[src/rtl/cfg_chain.sv]
module cfg_chain #(
  parameter int NUM_DAC = 8,
  parameter int DAC_W   = 8,
  parameter int NUM_CH  = 64,
  parameter int TRIM_W  = 3
) (
  input  logic                       clk,
  input  logic                       rst_n,
  input  logic                       shift_en,
  input  logic                       sdi,
  input  logic                       load,
  output logic                       sdo,
  output logic [NUM_DAC*DAC_W-1:0]   dac_codes,
  output logic [NUM_CH-1:0]          ch_kill,
  output logic [NUM_CH-1:0]          ch_inject,
  output logic [NUM_CH*TRIM_W-1:0]   ch_trim
);
  localparam int DAC_BITS  = NUM_DAC * DAC_W;
  localparam int CH_W      = 2 + TRIM_W;
  localparam int CHAIN_LEN = DAC_BITS + NUM_CH * CH_W;

  logic [CHAIN_LEN-1:0] chain_q;

  always_ff @(posedge clk or negedge rst_n) begin
    if (!rst_n)        chain_q <= '0;
    else if (shift_en) chain_q <= {sdi, chain_q[CHAIN_LEN-1:1]};
  end

  assign sdo = chain_q[0];

  always_ff @(posedge clk or negedge rst_n) begin
    if (!rst_n)    dac_codes <= '0;
    else if (load) dac_codes <= chain_q[DAC_BITS-1:0];
  end

  for (genvar c = 0; c < NUM_CH; c++) begin : g_ch
    localparam int BASE = DAC_BITS + c * CH_W;
    always_ff @(posedge clk or negedge rst_n) begin
      if (!rst_n) begin
        ch_kill[c]                  <= 1'b0;
        ch_inject[c]                <= 1'b0;
        ch_trim[c*TRIM_W +: TRIM_W] <= '0;
      end else if (load) begin
        ch_kill[c]                  <= chain_q[BASE];
        ch_inject[c]                <= chain_q[BASE+1];
        ch_trim[c*TRIM_W +: TRIM_W] <= chain_q[BASE+2 +: TRIM_W];
      end
    end
  end
endmodule

[config.mk]
export PLATFORM = sky130hd
export DESIGN_NAME = cfg_chain
export DESIGN_NICKNAME = d
export VERILOG_FILES = /design/src/rtl/cfg_chain.sv
export SDC_FILE = /design/constraint.sdc
export NUM_CORES = 1
export LEC_CHECK = 0
export BUFFER_PORTS_ARGS = -buffer_cell sky130_fd_sc_hd__buf_2
export CAP_MARGIN = 20
export CORE_MARGIN = 1
export CORE_UTILIZATION = 30
export DETAILED_ROUTE_END_ITERATION = 12
export HOLD_SLACK_MARGIN = 0.06
export PLACE_DENSITY = 0.46
export SLEW_MARGIN = 20
export SYNTH_ARGS = -nofsm -noshare
export SYNTH_HDL_FRONTEND = slang
export SYNTH_SLANG_ARGS = --single-unit
[constraint.sdc]
create_clock -name clk -period 1.2 [get_ports clk]
set_clock_uncertainty 0.2 [all_clocks]
set_input_delay 0.12 -clock clk [delete_from_list [all_inputs] [get_ports clk]]
set_output_delay 0.12 -clock clk [all_outputs]
set_load 0.05 [all_outputs]
==> results of run 1 <==
==> path summary, 6_finish.rpt <==
path                                           start                        end  slack, ns
hold reg to reg              ch_kill[52]$_DFFE_PN0P_    ch_kill[52]$_DFFE_PN0P_       0.31
max in group asynchronous                      rst_n   chain_q[201]$_DFFE_PN0P_       0.29
hold / removal                              shift_en   chain_q[290]$_DFFE_PN0P_      -0.18
min in group asynchronous                      rst_n   chain_q[364]$_DFFE_PN0P_          0
setup / recovery            ch_trim[122]$_DFFE_PN0P_               ch_trim[122]      -0.39
setup reg to reg           ch_inject[55]$_DFFE_PN0P_  ch_inject[55]$_DFFE_PN0P_      -0.02
==> cell type report <==
type                       instances  area share (%)
tap                             1265            4.00
multi-input combinational        768            22.2
clock buffer                     134            6.48
timing repair buffer             655            18.0
clock inverter                    23           0.670
sequential                       768            48.6
==> report_power, final <==
part / switching (W) / internal (W)
Clock: 0.0104 / 0.0158
Combinational: 0.00332 / 0.00260
Sequential: 0.000741 / 0.0268
==> stage by stage <==
step                      util (%)  power [W]  TNS [ns]  hold WS [ns]  setup WS, ns
final                         41.5     0.0596   -137.49        -0.180        -0.387
after global routing          41.5     0.0621   -164.07        -0.201        -0.439
after CTS                     41.1     0.0607   -159.79        -0.223        -0.451
after global placement        34.8     0.0331    -93.53        0.0187        -0.178
after floorplan                  -     0.0310         0        -0.376       0.00155
after detailed placement      34.8     0.0331    -99.03        0.0192        -0.199
==> state kept, by name (all words and copies together) (netlist names) <==
name and flops:
chain_q 384, ch_trim 192, ch_inject 64, ch_kill 64
dac_codes 64
==> cells in the mapped netlist, drive strengths merged <==
cell,instances,area share [%]
mux2,768,30
dfrtp,768,66
buf,86,3.2
==> metal layers <==
metal / GRT usage (%) / wire length (um)
met5: 0 / 0
met4: 4.29 / 1350
met3: 4.69 / 4680
met2: 21.4 / 30900
met1: 16.8 / 27500
==> kinds of logic after synthesis <==
logic type / share of synthesized area (%)
muxes: 30.4
DFF: 66.4
buffers and inverters: 3.22
==> repair_timing <==
action | in CTS | in global routing
pin swaps | 0 | 0
cloned | 0 | 0
gates resized for setup | 774 | 8
buffers inserted | 89 | 47
hold endpoints to repair | 1536 | 633
hold buffers | 11 | 7
endpoints found under the setup margin | 385 | 474
==> out/results.ini, run 1 <==
[run_status]
status=complete, but fails checks
violations=negative hold slack, negative setup slack

[timing]
fmax_ghz=0.630
setup_viol=472
setup_ws_ns=-0.387
timing.final.crit_share_pct=132
worst_pin_slew_ns=0.407
min_period_ns=1.59
finalHoldViolations=291
timing.hold.ws_ns=-0.180
max-slew-margin-rel_pct=72.9
rsz0062_at_grt=true
drv_slew=0

[detailed_routing]
wl_per_cell_um=17.8
drt_iter0_markers=583
ant_nets=0
routed_wl_um=64400
vias=15692
first_pass_iters=4
drc=0
via_per_inst=4.34

[setup_path]
critical-path-top-delay-family=flip-flops
worstPathArrival_ns=1.27
slowest_stage=dfrtp_1
rr_worst_depth=3
path_cells=buf_6
path_depth=1
start_kind=flip-flop
crit_path_end_kind=output pin
path_max_fanout=2
critical_path_buf_inv_count=1
critPathKind=flip-flop to output pin
cpPeakStageDelay_ns=0.44
critPathRequiredTime_ns=0.88

[synth]
ys_types=6
synth_area_per_cell_um2=17.8
yosysWarnings=0
ys_seq_area_share_pct=66.4
syn_area_um2=28900
ys_ff_latch=768
syn_nets=1627
netlist_instances=1622

[finish]
mostFrequentLayoutCell=dfrtp_1
final_area_um2=39600
area_growth_pct=36.8
ff_latch_area_um2=19300
fillers=8636
multiInputGateArea_um2=8800
final_cell_mix=dfrtp_1 (741), mux2_2 (708), buf_6 (387)
layout.cells.non_filler=3613
n_antenna_cell=0
nets=2284
drive_above_1_share_pct=65.8

[hold_path]
min_path_cells=3
hold_path_class=input port to flip-flop

[placement]
gp_congestion=0.721
dpl_cell_area_um2=33200
dp.final_hpwl_um=44600
io_buffers=389
place_inst=3306

[clock_tree]
cts_tree=done
cts_root_buf=clkbuf_16
ctsHtreeMaxLevel=3
cts.path.max_buffers=3
clk_pin_slew_worst_paths_ns=0.06
worstSkewPairLatency_ns=0.65
cts_buffers=86
cts_sinks=768

[floorplan]
fp.dieArea_um2=97700
initial_core_util_pct=30.4
fp.dieW_um=313
core_um2=95300
std_cell_rows=113
die_y_um=313
io_pins=390

[grt]
grt_antenna_before_repair=0
grt_pass1_vias=17043
grtUsageTotal_pct=13.3
grt_pass1_wl_um=102000
overflow=0
grt_max_degree=77

[power]
leakage_nw=20.3
peakVddDrop_uv=1060
power_density_nw_per_um2=1500

[run]
drv_cap=0

Power figures use the tool's default switching activity.
==> run 2: changes to the inputs <==
--- a/config.mk
+++ b/config.mk
@@ -10,6 +10,7 @@
 export CORE_MARGIN = 1
 export CORE_UTILIZATION = 30
 export DETAILED_ROUTE_END_ITERATION = 12
+export GPL_TIMING_DRIVEN = 0
 export HOLD_SLACK_MARGIN = 0.06
 export PLACE_DENSITY = 0.46
 export SLEW_MARGIN = 20
==> out/results.ini, run 2 (synthesis results as in run 1) <==
[run_status]
status=complete, but fails checks
violations=negative hold slack, negative setup slack

[power]
peakVddDrop_uv=910  ; -14%
leakage_nw=20.2  ; -0.56%
power_density_nw_per_um2=1540  ; +2.5%

[timing]
min_period_ns=1.55  ; -0.0415 ns
setup_ws_ns=-0.345  ; +0.0415 ns
finalHoldViolations=594  ; +100%
fmax_ghz=0.647  ; +2.7%
setup_viol=394  ; -17%
worst_pin_slew_ns=0.514  ; +0.107 ns
fin_tns_setup_ns=-118.29  ; +19.20 ns
max-slew-margin-rel_pct=65.7  ; -7.1 points
timing.final.crit_share_pct=129  ; -3.5 points
rsz0062_at_grt=true
timing.hold.ws_ns=-0.818  ; -0.638 ns
drv_slew=0  ; unchanged

[floorplan]
fp.dieArea_um2=97700  ; unchanged
std_cell_rows=113  ; unchanged
initial_core_util_pct=30.4  ; unchanged
io_pins=390  ; unchanged
fp.dieW_um=313  ; unchanged
core_um2=95300  ; unchanged
die_y_um=313  ; unchanged

[setup_path]
critPathRequiredTime_ns=0.88  ; about the same
critical_path_buf_inv_count=1  ; unchanged
worstPathArrival_ns=1.23  ; -0.04 ns
path_max_fanout=3  ; +1
crit_path_end_kind=output pin
critical-path-top-delay-family=flip-flops
start_kind=flip-flop
slowest_stage=dfrtp_2
critPathKind=flip-flop to output pin
cpPeakStageDelay_ns=0.43  ; about the same
path_cells=buf_6

[grt]
overflow=0  ; unchanged
grt_pass1_wl_um=104000  ; +1.9%
grt_pass1_vias=16932  ; -0.65%
grt_max_degree=97  ; +26%
grtUsageTotal_pct=13.7  ; +0.41 points
grt_antenna_before_repair=0  ; unchanged

[clock_tree]
cts_tree=done
cts.path.max_buffers=3  ; unchanged
cts_root_buf=clkbuf_16
worstSkewPairLatency_ns=0.64  ; about the same
cts_buffers=88  ; +2.3%
clk_pin_slew_worst_paths_ns=0.06  ; about the same
hold_buffers=1  ; -10
ctsHtreeMaxLevel=3  ; unchanged
cts_sinks=768  ; unchanged

[detailed_routing]
via_per_inst=4.33  ; -0.33%
routed_wl_um=66500  ; +3.3%
vias=15502  ; -1.2%
drt_iter0_markers=579  ; -0.69%
drc=0  ; unchanged
wl_per_cell_um=18.6  ; +4.3%
first_pass_iters=4  ; unchanged
ant_nets=0  ; unchanged

[finish]
fillers=8729  ; +1.1%
n_antenna_cell=0  ; unchanged
layout.cells.non_filler=3581  ; -0.89%
area_growth_pct=35.8
final_cell_mix=dfrtp_1 (747), mux2_2 (708), buf_6 (450)
largest_reg_flops=384  ; unchanged
mostFrequentLayoutCell=dfrtp_1
drive_above_1_share_pct=66.0  ; +0.22 points
top_regs=chain_q (384), ch_trim (192)
largest-register=chain_q
nets=2251  ; -1.4%

[placement]
gp_congestion=0.740  ; +2.6%
dp.final_hpwl_um=44400  ; -0.42%
io_buffers=387  ; -0.51%
dp_slack_ns=-1.02  ; -0.825 ns
place_inst=3282  ; -0.73%

[hold_path]
hold_path_class=input port to asynchronous set/reset pin

[run]
drv_cap=0  ; unchanged

## run 2: cell types whose count changed in the layout (fill, tap and decap cells not counted), sizes merged
cell,change
bufbuf,+4
clkinvlp,+4
buf,-27
inv,+1
dlygate4sd3,-13
clkinv,-1
## run 2: area by class of cell
class / count / area [um2] / share of cell area (%)
Timing Repair Buffer: 534 / 5790 / 14.7
Clock buffer: 133 / 2660 / 6.75
Clock inverter: 27 / 284 / 0.722
Sequential cell: 768 / 19200 / 48.9
Tap cell: 1265 / 1580 / 4.03
Buffer: 86 / 958 / 2.44
Multi-Input combinational cell: 768 / 8800 / 22.4
## run 2: per-layer routing
metal	track usage (%)	part of all wire, %	wire [um]
met5	0	0	0
met2	21.8	47	31600
met4	4.51	2.2	1490
met1	17.4	42	27900
met3	4.92	8.4	5610
## run 2: timing repair
item	CTS	global route
pin swaps	0	0
buffers inserted	91	42
endpoints found under the hold margin	1315	832
setup endpoints to repair	557	461
gates cloned	4	1
gates resized for setup	774	10
## run 2: worst paths after layout
path	cells after the start	slack, ns	to	startpoint
setup / recovery	1	-0.35	sdo	chain_q[0]$_DFFE_PN0P_
hold / removal	1	-0.82	ch_trim[102]$_DFFE_PN0P_	rst_n
setup reg to reg	3	-0.02	ch_trim[161]$_DFFE_PN0P_	ch_trim[161]$_DFFE_PN0P_
hold reg to reg	1	0.31	dac_codes[2]$_DFFE_PN0P_	dac_codes[2]$_DFFE_PN0P_
max in group asynchronous	4	0.24	chain_q[75]$_DFFE_PN0P_	rst_n
min in group clk	3	-0.13	ch_trim[191]$_DFFE_PN0P_	load
## run 2: worst register-to-register path, delay by kind of cell, from the launching register on
family                 cells  cell delay, ns
DFF                        1            0.40
muxes                      1            0.26
buffers and inverters      2            0.26
## run 2: metrics by stage
step                utilization, %  hold WS [ns]  power (W)  area [um2]
finish                        41.3        -0.818     0.0606       39300
CTS                           40.9        -0.862     0.0617       38900
detailed placement            34.4       -0.0881     0.0331       32800
floorplan                        -        -0.376     0.0310       29000
global route                  41.3        -0.831     0.0632       39300
global placement              34.1         0.164     0.0329       32500
## run 2: where the power goes
group	internal [W]	switching, W	total [W]
combinational	0.00266	0.00355	0.00622
clock	0.0163	0.0107	0.0270
sequential	0.0268	0.000624	0.0274
